**src/rtl/irq_front_pkg.sv**
```systemverilog
package irq_front_pkg;
    localparam int NUM_SRC = 2;
    localparam int SRC_W   = (NUM_SRC > 1) ? $clog2(NUM_SRC) : 1;
    localparam int SRC_EXT = 0;
    localparam int SRC_TMR = 1;

    typedef struct packed {
        logic             take;
        logic [SRC_W-1:0] src;
    } grant_t;

    typedef struct packed {
        logic ien;
        logic ien_dly;
    } ien_st_t;
endpackage

```
**src/rtl/irq_edge_det.sv**
```systemverilog
module irq_edge_det #(
    parameter int SYNC_STAGES = 2
) (
    input  logic clk,
    input  logic rst,
    input  logic cyc_en,
    input  logic pin_async,
    output logic pin_sync,
    output logic rise
);
    typedef struct packed {
        logic [SYNC_STAGES-1:0] sync;
        logic                   prev;
    } edge_st_t;

    edge_st_t st_d, st_q;

    always_comb begin
        st_d = st_q;
        st_d.sync[0] = pin_async;
        for (int i = 1; i < SYNC_STAGES; i++) begin
            st_d.sync[i] = st_q.sync[i-1];
        end
        if (cyc_en) begin
            st_d.prev = st_q.sync[SYNC_STAGES-1];
        end
    end

    always_ff @(posedge clk) begin
        if (rst) begin
            st_q <= '0;
        end else begin
            st_q <= st_d;
        end
    end

    assign pin_sync = st_q.sync[SYNC_STAGES-1];
    assign rise     = cyc_en & st_q.sync[SYNC_STAGES-1] & ~st_q.prev;
endmodule

```
**src/rtl/irq_req_flag.sv**
```systemverilog
module irq_req_flag (
    input  logic clk,
    input  logic rst,
    input  logic set,
    input  logic clr,
    output logic flag
);
    logic flag_d, flag_q;

    // set dominates clear
    always_comb begin
        flag_d = set | (flag_q & ~clr);
    end

    always_ff @(posedge clk) begin
        if (rst) begin
            flag_q <= 1'b0;
        end else begin
            flag_q <= flag_d;
        end
    end

    assign flag = flag_q;
endmodule

```
**src/rtl/irq_ctrl.sv**
```systemverilog
module irq_ctrl
    import irq_front_pkg::*;
(
    input  logic               clk,
    input  logic               rst,
    input  logic               cyc_en,
    input  logic               ien_set,
    input  logic               ien_clr,
    input  logic [NUM_SRC-1:0] req,
    output logic [NUM_SRC-1:0] accept,
    output logic               take,
    output logic [SRC_W-1:0]   src,
    output logic               ien
);
    typedef struct packed {
        ien_st_t en;
        grant_t  out;
    } ctrl_st_t;

    ctrl_st_t   st_d, st_q;
    logic       grant;
    logic [SRC_W-1:0] win;

    always_comb begin
        // lowest index has the highest priority
        win = '0;
        for (int i = NUM_SRC - 1; i >= 0; i--) begin
            if (req[i]) begin
                win = SRC_W'(i);
            end
        end
        grant  = cyc_en & st_q.en.ien & st_q.en.ien_dly & (|req);
        accept = '0;
        if (grant) begin
            accept[win] = 1'b1;
        end

        st_d          = st_q;
        st_d.out.take = grant;
        if (grant) begin
            st_d.out.src = win;
        end
        if (cyc_en) begin
            st_d.en.ien_dly = st_q.en.ien;
        end
        if (grant) begin
            st_d.en.ien = 1'b0;
        end else if (cyc_en && ien_set) begin
            st_d.en.ien = 1'b1;
        end else if (cyc_en && ien_clr) begin
            st_d.en.ien = 1'b0;
        end
    end

    always_ff @(posedge clk) begin
        if (rst) begin
            st_q <= '0;
        end else begin
            st_q <= st_d;
        end
    end

    assign take = st_q.out.take;
    assign src  = st_q.out.src;
    assign ien  = st_q.en.ien;
endmodule

```
**src/rtl/irq_front.sv**
```systemverilog
module irq_front
    import irq_front_pkg::*;
#(
    parameter int SYNC_STAGES = 2
) (
    input  logic clk,
    input  logic rst,
    input  logic cyc_en,
    input  logic ext_pin,
    input  logic tmr_stb,
    input  logic ien_set,
    input  logic ien_clr,
    input  logic clr_ext,
    input  logic clr_tmr,
    output logic irq_take,
    output logic irq_src,
    output logic st_pin,
    output logic st_ext_rq,
    output logic st_tmr_rq,
    output logic st_ien
);
    logic               ext_rise;
    logic [NUM_SRC-1:0] src_set;
    logic [NUM_SRC-1:0] sw_clr;
    logic [NUM_SRC-1:0] src_clr;
    logic [NUM_SRC-1:0] req;
    logic [NUM_SRC-1:0] accept;
    logic [SRC_W-1:0]   win_src;

    irq_edge_det #(.SYNC_STAGES(SYNC_STAGES)) u_edge (
        .clk      (clk),
        .rst      (rst),
        .cyc_en   (cyc_en),
        .pin_async(ext_pin),
        .pin_sync (st_pin),
        .rise     (ext_rise)
    );

    assign src_set[SRC_EXT] = ext_rise;
    assign src_set[SRC_TMR] = cyc_en & tmr_stb;
    assign sw_clr[SRC_EXT]  = clr_ext;
    assign sw_clr[SRC_TMR]  = clr_tmr;

    for (genvar g = 0; g < NUM_SRC; g++) begin : g_flag
        assign src_clr[g] = (cyc_en & sw_clr[g]) | accept[g];
        irq_req_flag u_flag (
            .clk (clk),
            .rst (rst),
            .set (src_set[g]),
            .clr (src_clr[g]),
            .flag(req[g])
        );
    end

    irq_ctrl u_ctrl (
        .clk    (clk),
        .rst    (rst),
        .cyc_en (cyc_en),
        .ien_set(ien_set),
        .ien_clr(ien_clr),
        .req    (req),
        .accept (accept),
        .take   (irq_take),
        .src    (win_src),
        .ien    (st_ien)
    );

    assign irq_src   = win_src[0];
    assign st_ext_rq = req[SRC_EXT];
    assign st_tmr_rq = req[SRC_TMR];
endmodule

```
**config.mk**
```make
export PLATFORM = sky130hd
export DESIGN_NAME = irq_front
export DESIGN_NICKNAME = d
export VERILOG_FILES = /design/src/rtl/irq_front_pkg.sv /design/src/rtl/irq_edge_det.sv /design/src/rtl/irq_req_flag.sv /design/src/rtl/irq_ctrl.sv /design/src/rtl/irq_front.sv
export SDC_FILE = /design/constraint.sdc
export NUM_CORES = 1
export LEC_CHECK = 0
export BUFFER_PORTS_ARGS = -buffer_cell sky130_fd_sc_hd__buf_2
export CORE_AREA = 2 2 39 41
export DETAILED_ROUTE_END_ITERATION = 10
export DIE_AREA = 0 0 41 43
export PLACE_DENSITY_LB_ADDON = 0.15
export SLEW_MARGIN = 30
export SYNTH_ARGS = -nofsm -noshare
export SYNTH_HDL_FRONTEND = slang
export SYNTH_SLANG_ARGS = --single-unit
```
**constraint.sdc**
```tcl
create_clock -name clk -period 2.05 [get_ports clk]
set_clock_uncertainty 0.2 [all_clocks]
set_input_delay 0.205 -clock clk [delete_from_list [all_inputs] [get_ports clk]]
set_output_delay 0.205 -clock clk [all_outputs]
set_load 0.02 [all_outputs]
```
Word level (Yosys, flattened, before mapping)
Cells that the tools add are included.
Widths: inputs -> output; s select.
{"block": "totals", "ff_bits": 9, "input_bits": 9, "output_inout_bits": 6, "wordCells": 40}
{"block": "op_classes", "magnitude_cmp": 2, "muxes": 7, "n_reduce_logical": 6, "bitwise_logic": 17}
{"cell": "$and 1x1->1", "count": 10}
{"cell": "$mux 1", "count": 5}
{"cell": "$or 1x1->1", "count": 4}
{"cell": "$reduce_or 2->1", "count": 2}
{"cell": "$logic_and 1x1->1", "count": 3}
{"cell": "$not 1->1", "count": 3}
{"cell": "$lt 1x2->1 const B", "count": 1}
{"cell": "$mux 2", "count": 1}
{"cell": "$reduce_bool 2->1", "count": 1}
{"cell": "$demux 1 s1", "count": 1}
{"cell": "$ge 1x1->1 const B", "count": 1}

Depth between registers and ports, before layout
Gate-level depths: netlist of the first run.
{"block": "depth", "ltp_word": 11, "ltp_mapped": 4, "mapped_depth_nobuf": 3}

By module
A second synthesis of the first run with hierarchy kept.
{"block": "hier_totals", "hier_cells": 38, "area_unflattened_um2": 375.4}
{"mod": "irq_ctrl", "cells_each": 18, "area_each_um2": 181.4, "n_inst": 1, "seq_area_each_um2": 80.1}
{"mod": "irq_edge_det", "cells_each": 9, "area_each_um2": 95.1, "n_inst": 1, "seq_area_each_um2": 60.1}
{"mod": "irq_req_flag", "cells_each": 4, "area_each_um2": 38.8, "n_inst": 2, "seq_area_each_um2": 20.0}
{"mod": "irq_front", "cells_each": 3, "area_each_um2": 21.3, "n_inst": 1, "seq_area_each_um2": 0.0}

Worst setup path before layout of the first run
Ideal clock, no wire load.
{"block": "synth_timing", "path_kind": "register to register", "startpoint": "register u_ctrl.st_q, in the netlist u_ctrl.ien", "endpoint": "register u_ctrl.st_q, in the netlist u_ctrl.src", "arrival_ns": 0.967, "stages_incl_launch_ff": 4, "t_required_ns": 1.771, "path_buffers": 0, "synth_period_minus_slack_ns": 1.246, "setup_slack_ns": 0.804, "setup_ns": 0.079, "path_cell_list": "dfxtp_1 and3_4 a21oi_2 a211oi_2"}
{"block": "synth_via", "elab_chain_len": 3}
{"item": "from (decl)", "line": "irq_ctrl.sv:20", "text": "ctrl_st_t st_d, st_q;"}
{"item": "from (signal assigned)", "line": "irq_ctrl.sv:59", "text": "st_q <= st_d;"}
{"item": "$and 1x1->1 (3 in a row)", "line": "irq_ctrl.sv:32", "text": "grant = cyc_en & st_q.en.ien & st_q.en.ien_dly & (|req);"}
Every way passes these cells.
A chain may end at the register's enable or synchronous reset.

Worst setup path after layout of the first run
{"block": "layout_timing", "startpoint": "register u_ctrl.st_q, in the netlist u_ctrl.ien", "endpoint": "output st_ien"}
{"item": "to (decl)", "line": "irq_front.sv:20", "text": "output logic st_ien"}
No word-level cell between the ends.

==> results of run 1 <==
how the worst max path moves through the flow:
stage / startpoint / endpoint / slack (ns) / depth (start not counted)
2_1_floorplan: u_ctrl.ien / u_ctrl.src / 0.80 / 3
3_3_place_gp: u_ctrl.ien / u_ctrl.take / 0.88 / 3
3_5_place_dp: u_ctrl.ien / u_ctrl.src / 0.89 / 3
4_1_cts: u_ctrl.ien / st_ien / 0.75 / 1
5_1_grt: u_ctrl.ien / st_ien / 0.70 / 1
6_report: u_ctrl.ien / st_ien / 0.77 / 1
layer usage:
layer	GRT usage (%)	vias up	wire, microns
met5	0	-	0
met4	6.00	0	0
met3	6.28	0	53
met2	13.1	10	319
met1	11.0	130	294
li1	-	157	-
cells by family (layout without fill, tap and decap cells):
kind of cell	Yosys count	in the layout	synth area share, %
mux	3	3	8.42
buf+inv	4	21	6.32
flops	9	9	50.5
compound gates	9	9	17.9
simple gates	10	10	16.8
sequential cells by signal, summed over array words and instances, names as in the netlist:
name	count
g_flag.u_flag.flag	2
u_ctrl.st_q	1
u_ctrl.take	1
u_ctrl.ien	1
u_edge.st_q	1
u_ctrl.src	1
u_edge.st_d	1
u_edge.pin_sync	1
cells in the mapped netlist, drive strengths merged:
cell / n / area share (%)
o211ai: 1 / 2.1
clkbuf: 1 / 1.1
nand2: 2 / 2.1
and3: 1 / 3.2
a21oi: 4 / 6.7
a211oi: 1 / 3.5
nor3: 1 / 1.4
o21ai: 1 / 1.4
nor2: 2 / 2.1
nor2b: 3 / 6.0
buf: 1 / 3.2
o21a: 1 / 2.1
dfxtp: 9 / 51
a22oi: 1 / 2.1
nand3b: 1 / 2.1
mux2i: 3 / 8.4
inv: 2 / 2.1
report_power, final:
part	leakage, nW	switching [W]	internal, W
clock	0.0177	0.0000645	0.0000720
sequential	0.0736	0.00000642	0.000181
combinational	0.126	0.0000183	0.0000166
total	0.217	0.0000892	0.000270
metrics by stage:
stage          hold WS (ns)  utilization [%]  std cells  total power [W]  instance area [sq um]
2_1_floorplan         0.133                -         35         0.000213                    357
3_3_place_gp          0.220             31.2         63         0.000226                    432
3_5_place_dp          0.223             31.2         63         0.000226                    432
4_1_cts              0.0311             33.9         68         0.000368                    469
5_1_grt              0.0376             33.9         68         0.000380                    469
6_report             0.0285             33.9         68         0.000359                    469
cells in the final DEF, fill, tap and decap left out, types with 2 or more instances in the layout:
master / instances
a21oi_1: 3
buf_2: 14
clkbuf_4: 3
dfxtp_1: 9
inv_1: 2
mux2i_1: 3
nand2_1: 2
nor2_1: 2
nor2b_1: 2
layout make-up:
cell class / instances / area share [%]
Sequential cell: 9 / 38.4
Multi-Input combinational cell: 22 / 32.8
Timing Repair Buffer: 15 / 17.1
Clock buffer: 3 / 4.80
Tap cell: 16 / 4.27
Inverter: 2 / 1.60
Clock inverter: 1 / 1.07
worst reg2reg max path, stage by stage (launching register included):
cell      delay [ns]
dfxtp_1         0.42
and3_4          0.24
a21oi_2         0.06
a211oi_2        0.18
==> impl_metrics.yaml, run 1 <==
sta:
  slew_viol_final: 0
  fin_ws_ns: 0.770
  tightestPinTransition_ns: 0.201
  fmax_mhz: 781
  setup_tns_ns: 0
  rsz0062_at_grt: "no"
  fin_crit_sh_pct: 62.4
  setup_violations: 0
  period_needed_ns: 1.28
  finalHoldViolCount: 0
  slew-limit-headroom_pct: 86.6
yosys:
  ys.warnings.count: 0
  ys_types: 19
  ys_seq_area_share_pct: 50.5
  synth_cells: 35
  synth_fp_nets: 44
  netlist_area_sq_um: 357
  synth.ff_latch_count: 9
  syn_area_per_cell_sq_um: 10.2
final_layout:
  drive_above_1_share_pct: 42.3
  n_antenna_cell: 0
  num-fill-cells: 161
  multi_input_area_sq_um: 154
  area_growth_pct: 31.6
  register_area_sq_um: 180
  fin_nets: 62
floorplan:
  start_util_pct: 25.8
  die_h_microns: 43
  row_count: 14
  core_sq_um: 1380
  dieWidth_microns: 41
  io-pin-count: 15
  die-area_sq_um: 1760
detailed_routing:
  route.vias.total: 297
  firstDrtPassIters: 3
  routedWlPerCell_microns: 9.81
  routed_wl_microns: 667
  drtIter0Drc: 2
  drtAntennaViolNets: 0
  routed_via_density: 4.37
  drc: 0
grt:
  grt_pass1_wl_microns: 1110
  antenna_found_initial: 0
  grt_overflow: 0
  grt_max_degree: 10
  grt_pass1_vias: 279
  grt.total_usage_pct: 9.76
placed_design:
  dp_hpwl_microns: 506
  io_buffers: 14
  place_ws_ns: 0.892
  gp_congestion: 0.594
worst_setup_path:
  crit_buf_inv: 1
  slowest_stage: "dfxtp_1"
  r2r_cells: 3
  cp-start-kind: "flop"
  path_max_fanout: 6
  timing.rr.start: "u_ctrl.ien"
  max_stage_delay_ns: 0.42
  crit_path_end_kind: "output port"
  required_ns: 1.64
  cp.arrival_ns: 0.87
  r2r-end: "u_ctrl.src"
  critPathTopFamily: "flip-flops"
  rrSetupSlack_ns: 0.89
  path_cells: "buf_2"
  path_class: "reg -> out"
power:
  p_per_area_nw_per_um2: 766
  power.leakage_nw: 0.217
  vdd_drop_max_uv: 306
cts:
  cts_root_buf: "clkbuf_4"
  path_clk_slew_ns: 0.06
  cts_inserted_buffers: 3
  postCtsHoldBufs: 1
  cts-resized-gates: 0
  clock_sinks: 9
  cts_tree: "done"
  htree_levels: 1
  cts_setup_buffers: 0
  clk_latency_ns: 0.26
  clockBufferDepth: 2
worst_hold_path:
  min_from: "rst"
  timing.hold.worst.class: "in -> reg"
  holdPathStages: 2
  worstHoldEndpoint: "u_ctrl.src"
flow_run:
  cap_viol_max_count: 0
run_status:
  status: "finished, final reports clean"
Note: power is estimated with default switching activity, not from simulation.
==> run 2, diff against run 1 <==
--- a/config.mk
+++ b/config.mk
@@ -5,6 +5,7 @@
 export SDC_FILE = /design/constraint.sdc
 export NUM_CORES = 1
 export LEC_CHECK = 0
+export ABC_AREA = 1
 export BUFFER_PORTS_ARGS = -buffer_cell sky130_fd_sc_hd__buf_2
 export CORE_AREA = 2 2 39 41
 export DETAILED_ROUTE_END_ITERATION = 10
==> constraint.sdc (replaced) <==
create_clock -name clk -period 1.1 [get_ports clk]
set_clock_uncertainty 0.2 [all_clocks]
set_input_delay 0.11 -clock clk [delete_from_list [all_inputs] [get_ports clk]]
set_output_delay 0.11 -clock clk [all_outputs]
set_load 0.02 [all_outputs]
==> run 2 against run 1 <==
The flow now finishes with violations (negative hold slack). Largest power group unchanged. Power increased by 92%. Critical endpoint is now u_ctrl.ien. Non-clock buffer count increased by 4. Combinational power increased by 140%. Routed wire length increased by 13%.
==> impl_metrics.yaml, run 2 <==
grt:
  grt_overflow: 0
  gr-usage-met2_pct: 15.9
  grt_pass1_wl_microns: 1280
  grt.total_usage_pct: 11.4
  gr-usage-met1_pct: 12.3
  grt_busiest_layer: "met2"
  grt_max_degree: 10
  grt_pass1_vias: 335
  use_met3_pct: 3.14
  antenna_found_initial: 0
power:
  p_switching_w: 0.000167
  power_w: 0.000688
  swShare_pct: 24.2
  seqPwrFrac_pct: 50.5
  vdd_drop_max_uv: 566
  clkPwrFrac_pct: 37.1
  power.leakage_nw: 0.237
  p_per_area_nw_per_um2: 1240
  combPwrFrac_pct: 12.4
  p_int_w: 0.000521
sta:
  setup_violations: 0
  fin_crit_sh_pct: 97.0
  fmax_mhz: 937
  slew-limit-headroom_pct: 88.9
  tightestPinTransition_ns: 0.167
  fin_ws_ns: 0.0326
  slew_viol_final: 0
  period_needed_ns: 1.07
  rsz0062_at_grt: "yes"
  finalHoldViolCount: 2
  timing.hold.ws_ns: -0.0583
cts:
  clockBufferDepth: 2
  cts_tree: "done"
  clock_sinks: 9
  clk_latency_ns: 0.26
  path_clk_slew_ns: 0.06
  cts_root_buf: "clkbuf_4"
  postCtsHoldBufs: 4
  cts_inserted_buffers: 3
  htree_levels: 1
yosys:
  synthTopCellsByArea: "dfxtp_1 (50%), a21oi_1 (9.8%), nand2_1 (8.4%), inv_1 (6.3%), nand3_1 (4.2%)"
  synth_edf_count: 0
  synth.most_common_cell: "dfxtp_1"
  synth.ff_latch_count: 9
  synth_cells: 47
  synthFlopType: "dfxtp_1"
  synth_fp_nets: 56
  ys_types: 14
  netlist_area_sq_um: 359
  synth-async-reset-ratio_pct: 0
  synth_common_cells: "dfxtp_1 (9), nand2_1 (8), a21oi_1 (7)"
  yosysTopAreaCellShare_pct: 50.2
  yosys.area.top_type: "dfxtp_1"
  syn_area_per_cell_sq_um: 7.64
  ys.warnings.count: 0
  ys_seq_area_share_pct: 50.2
detailed_routing:
  drc: 0
  routed_via_density: 4.15
  routedWlPerCell_microns: 9.00
  firstDrtPassIters: 4
  routed_wl_microns: 756
  drtAntennaViolNets: 0
  route.vias.total: 349
  drtIter0Drc: 3
placed_design:
  io_buffers: 14
  dpl-instance-area_sq_um: 437
  place_ws_ns: 0.0135
  dp_hpwl_microns: 558
  gp_congestion: 0.604
floorplan:
  row_count: 14
  io-pin-count: 15
  core_sq_um: 1380
  die_h_microns: 43
  dieWidth_microns: 41
  start_util_pct: 25.9
  die-area_sq_um: 1760
final_layout:
  register_area_sq_um: 191
  num-fill-cells: 156
  largest_reg_flops: 2
  fin_util_pct: 40.1
  drive_above_1_share_pct: 41.2
  multi_input_area_sq_um: 154
  final_cell_mix: "buf_2 (9), nand2_1 (8), inv_1 (6), a21oi_1 (6)"
  n_antenna_cell: 0
  fin_area_sq_um: 556
  area_growth_pct: 54.7
  layout_commonest_cell: "buf_2"
  fin_nets: 78
run_status:
  status: "complete, but fails checks"
  violations: "negative hold slack"
worst_hold_path:
  min_from: "clr_tmr"
  timing.hold.worst.class: "in -> reg"
  holdPathStages: 4
worst_setup_path:
  path_class: "reg -> reg"
  cp.arrival_ns: 1.02
  crit_path_end_kind: "flop"
  path_max_fanout: 4
  crit_path_start: "u_ctrl.ien"
  cp-start-kind: "flop"
  r2r_cells: 4
  required_ns: 1.05
  timing.rr.start: "u_ctrl.ien"
flow_run:
  cap_viol_max_count: 0
-- run 2: cell count changes after synthesis, moves of 2 or more --
cell / delta
a21oi_1: +4
inv_1: +4
mux2i_1: -3
nand2_1: +6
nand2_2: +2
nand3_1: +3
nor2_1: +2
nor2b_1: -2
-- run 2: cells by family after synthesis --
| group | share of synthesized area, % |
|---|---|
| buffers and inverters | 10.5 |
| AO/OA/AOI/OAI | 13.9 |
| AND/OR/NAND/NOR | 25.4 |
| flip-flops | 50.2 |
-- run 2: worst max-delay path: stages (launching register included) --
cell and delay (ns):
dfxtp_2 0.36, nand2_2 0.08, nor2_4 0.12, o21ai_2 0.07, and2_1 0.13
-- run 2: area by class of cell --
class                      count  share of cell area (%)
timing repair buffer          19                    25.5
sequential                     9                    34.5
multi-input combinational     30                    27.7
inverter                       6                    4.05
tap                           16                    3.60
clock buffer                   4                    4.73
-- run 2: layer usage --
layer,vias to the layer above,wire [microns]
met1,147,362
met5,-,0
met4,0,9
li1,189,-
met3,2,64
met2,11,319
-- run 2: metrics by stage --
stage | TNS (ns) | std cells | hold WS, ns
floorplan | 0 | 47 | 0.0170
global placement | 0 | 75 | 0.111
detailed placement | 0 | 75 | 0.117
CTS | 0 | 83 | -0.0675
global route | -0.00610 | 84 | -0.0145
finish | 0 | 84 | -0.0583
-- run 2: worst paths after layout --
path                      endpoint  slack, ns
max                     u_ctrl.ien       0.03
min          g_flag[1].u_flag.flag      -0.06
max reg2reg             u_ctrl.ien       0.03
min reg2reg        u_edge.pin_sync       0.20
-- run 2: power by group through the flow --
stage                     clock, W  sequential, W  combinational [W]
after floorplan                  0       0.000363          0.0000328
after global placement           0       0.000355          0.0000642
after detailed placement         0       0.000356          0.0000635
after CTS                 0.000266       0.000347          0.0000777
after global routing      0.000293       0.000349          0.0000963
final                     0.000255       0.000347          0.0000854
-- run 2: what timing repair did --
action,4_1_cts,5_1_grt
pin swaps,0,3
resized for setup,5,14
setup endpoints to repair,3,7
hold endpoints to repair,8,1
setup buffers,0,1
==> run 3, diff against run 2 <==
==> constraint.sdc (replaced) <==
create_clock -name clk -period 1.1 [get_ports clk]
set_clock_uncertainty 0.2 [all_clocks]
set_input_delay 0.055 -clock clk [delete_from_list [all_inputs] [get_ports clk]]
set_output_delay 0.055 -clock clk [all_outputs]
set_load 0.02 [all_outputs]
==> run 3 against run 2 <==
Die area unchanged. Sequential power hardly changed. Critical path type unchanged. Sequential share of layout area fell by 1.5 points. Final cell count grew 3.6%. The run still ends with negative hold slack left. Critical path depth is the same. Highest routed layer unchanged.
==> impl_metrics.yaml, run 3 (synthesis results as in run 2) <==
run_status:
  status: "complete, but fails checks"
  violations: "negative hold slack"
detailed_routing:
  routedWlPerCell_microns: 9.02
  routed_via_density: 4.11
  routed_wl_microns: 785
  drc: 0
  firstDrtPassIters: 3
  met1_length_microns: 381
  routed-wl-met3_microns: 55
  top_layer_used: "met4"
  drtIter0Drc: 4
  drtAntennaViolNets: 0
  met2_length_microns: 339
  route.vias.total: 358
sta:
  finalHoldViolCount: 2
  fin_crit_sh_pct: 95.6
  tightestPinTransition_ns: 0.186
  setup_violations: 0
  period_needed_ns: 1.05
  fmax_mhz: 951
  slew_viol_final: 0
  timing.hold.ws_ns: -0.0643
  slew-limit-headroom_pct: 87.6
  rsz0062_at_grt: "no"
  setup_tns_ns: 0
floorplan:
  dieWidth_microns: 41
  core_sq_um: 1380
  io-pin-count: 15
  die-area_sq_um: 1760
  start_util_pct: 25.9
  die_h_microns: 43
  row_count: 14
grt:
  grt_overflow: 0
  grt.total_usage_pct: 11.6
  grt_max_degree: 10
  grt_pass1_wl_microns: 1310
  grt_pass1_vias: 349
  antenna_found_initial: 0
placed_design:
  io_buffers: 14
  gp_congestion: 0.604
  dpl-instance-area_sq_um: 437
  dp_hpwl_microns: 558
power:
  swShare_pct: 24.4
  p_per_area_nw_per_um2: 1240
  combPwrFrac_pct: 12.8
  power.leakage_nw: 0.244
  p_switching_w: 0.000170
  vdd_drop_max_uv: 565
  p_int_w: 0.000525
  seqPwrFrac_pct: 50.3
  clkPwrFrac_pct: 36.9
final_layout:
  n_antenna_cell: 0
  fin_nets: 81
  largest_reg_flops: 2
  num-fill-cells: 153
  drive_above_1_share_pct: 39.4
  fin_area_sq_um: 562
  area_growth_pct: 56.4
  layout_commonest_cell: "buf_2"
  final_cell_mix: "buf_2 (13), nand2_1 (8), dlygate4sd3_1 (7), inv_1 (6)"
worst_hold_path:
  holdPathStages: 3
  timing.hold.worst.class: "in -> reg"
  worstHoldEndpoint: "g_flag[1].u_flag.flag"
  min_from: "cyc_en"
worst_setup_path:
  r2r_cells: 4
  path_cells: "nand2_2 > nor2_4 > o21ai_2 > and2_1"
  cp-start-kind: "flop"
  crit_path_end_kind: "flop"
  r2r-end: "u_ctrl.ien"
  timing.rr.start: "u_ctrl.ien"
  cp.arrival_ns: 1.00
  rrSetupSlack_ns: 0.05
  path_max_fanout: 4
  path_class: "reg -> reg"
  slowest_stage: "dfxtp_2"
  max_stage_delay_ns: 0.35
  required_ns: 1.05
cts:
  cts_inserted_buffers: 3
  htree_levels: 1
  cts_root_buf: "clkbuf_4"
  clk_latency_ns: 0.26
  clockBufferDepth: 2
  postCtsHoldBufs: 7
  cts_tree: "done"
  path_clk_slew_ns: 0.06
  clock_sinks: 9
flow_run:
  cap_viol_max_count: 0
-- run 3: how the worst max path moves through the flow --
stage                               start               endpoint
after floorplan                u_ctrl.ien             u_ctrl.ien
after global placement         u_ctrl.ien             u_ctrl.ien
after detailed placement       u_ctrl.ien             u_ctrl.ien
after CTS                      u_ctrl.ien             u_ctrl.ien
after global routing      u_edge.pin_sync  g_flag[0].u_flag.flag
final                          u_ctrl.ien             u_ctrl.ien
-- run 3: per-layer routing --
layer / track usage, % / vias to the layer above
met5: 0 / -
met4: 12.0 / 0
met3: 3.14 / 2
met2: 16.6 / 11
met1: 12.3 / 152
li1: - / 193
-- run 3: area by class of cell --
type	count	area, sq um	share of cell area [%]
inverters	6	22.5	4.01
multi-input cells	30	158	28.1
repair buffers	22	150	26.7
clock buffers	4	26.3	4.68
flip-flops and latches	9	185	33.0
well taps	16	20.0	3.56
-- run 3: metrics by stage --
step	power [W]	hold slack, ns	util (%)	cells	setup slack [ns]
after floorplan	0.000396	-0.0380	-	47	0.0137
after global placement	0.000420	0.0561	31.6	75	0.00681
after detailed placement	0.000419	0.0616	31.6	75	0.0135
after CTS	0.000698	-0.0774	38.6	86	0.00645
after global routing	0.000743	-0.0536	40.6	87	0.00109
final	0.000695	-0.0643	40.6	87	0.0481
-- run 3: worst max-delay path, delay by kind of cell (launching register included) --
kind	cells	cell delay, ns
flip-flops	1	0.35
AND/OR/NAND/NOR	3	0.33
AO/OA/AOI/OAI	1	0.07
-- run 3: power by group through the flow --
stage          Combinational (W)  Sequential (W)  Clock (W)
2_1_floorplan          0.0000328        0.000363          0
3_3_place_gp           0.0000642        0.000355          0
3_5_place_dp           0.0000635        0.000356          0
4_1_cts                0.0000829        0.000348   0.000266
5_1_grt                 0.000100        0.000350   0.000292
6_report               0.0000891        0.000349   0.000256
-- run 3: timing repair --
item,4_1_cts,5_1_grt
gates resized for setup,1,8
buffers inserted,0,1
endpoints found under the setup margin,1,3
pin swaps,0,2
hold endpoints to repair,9,2
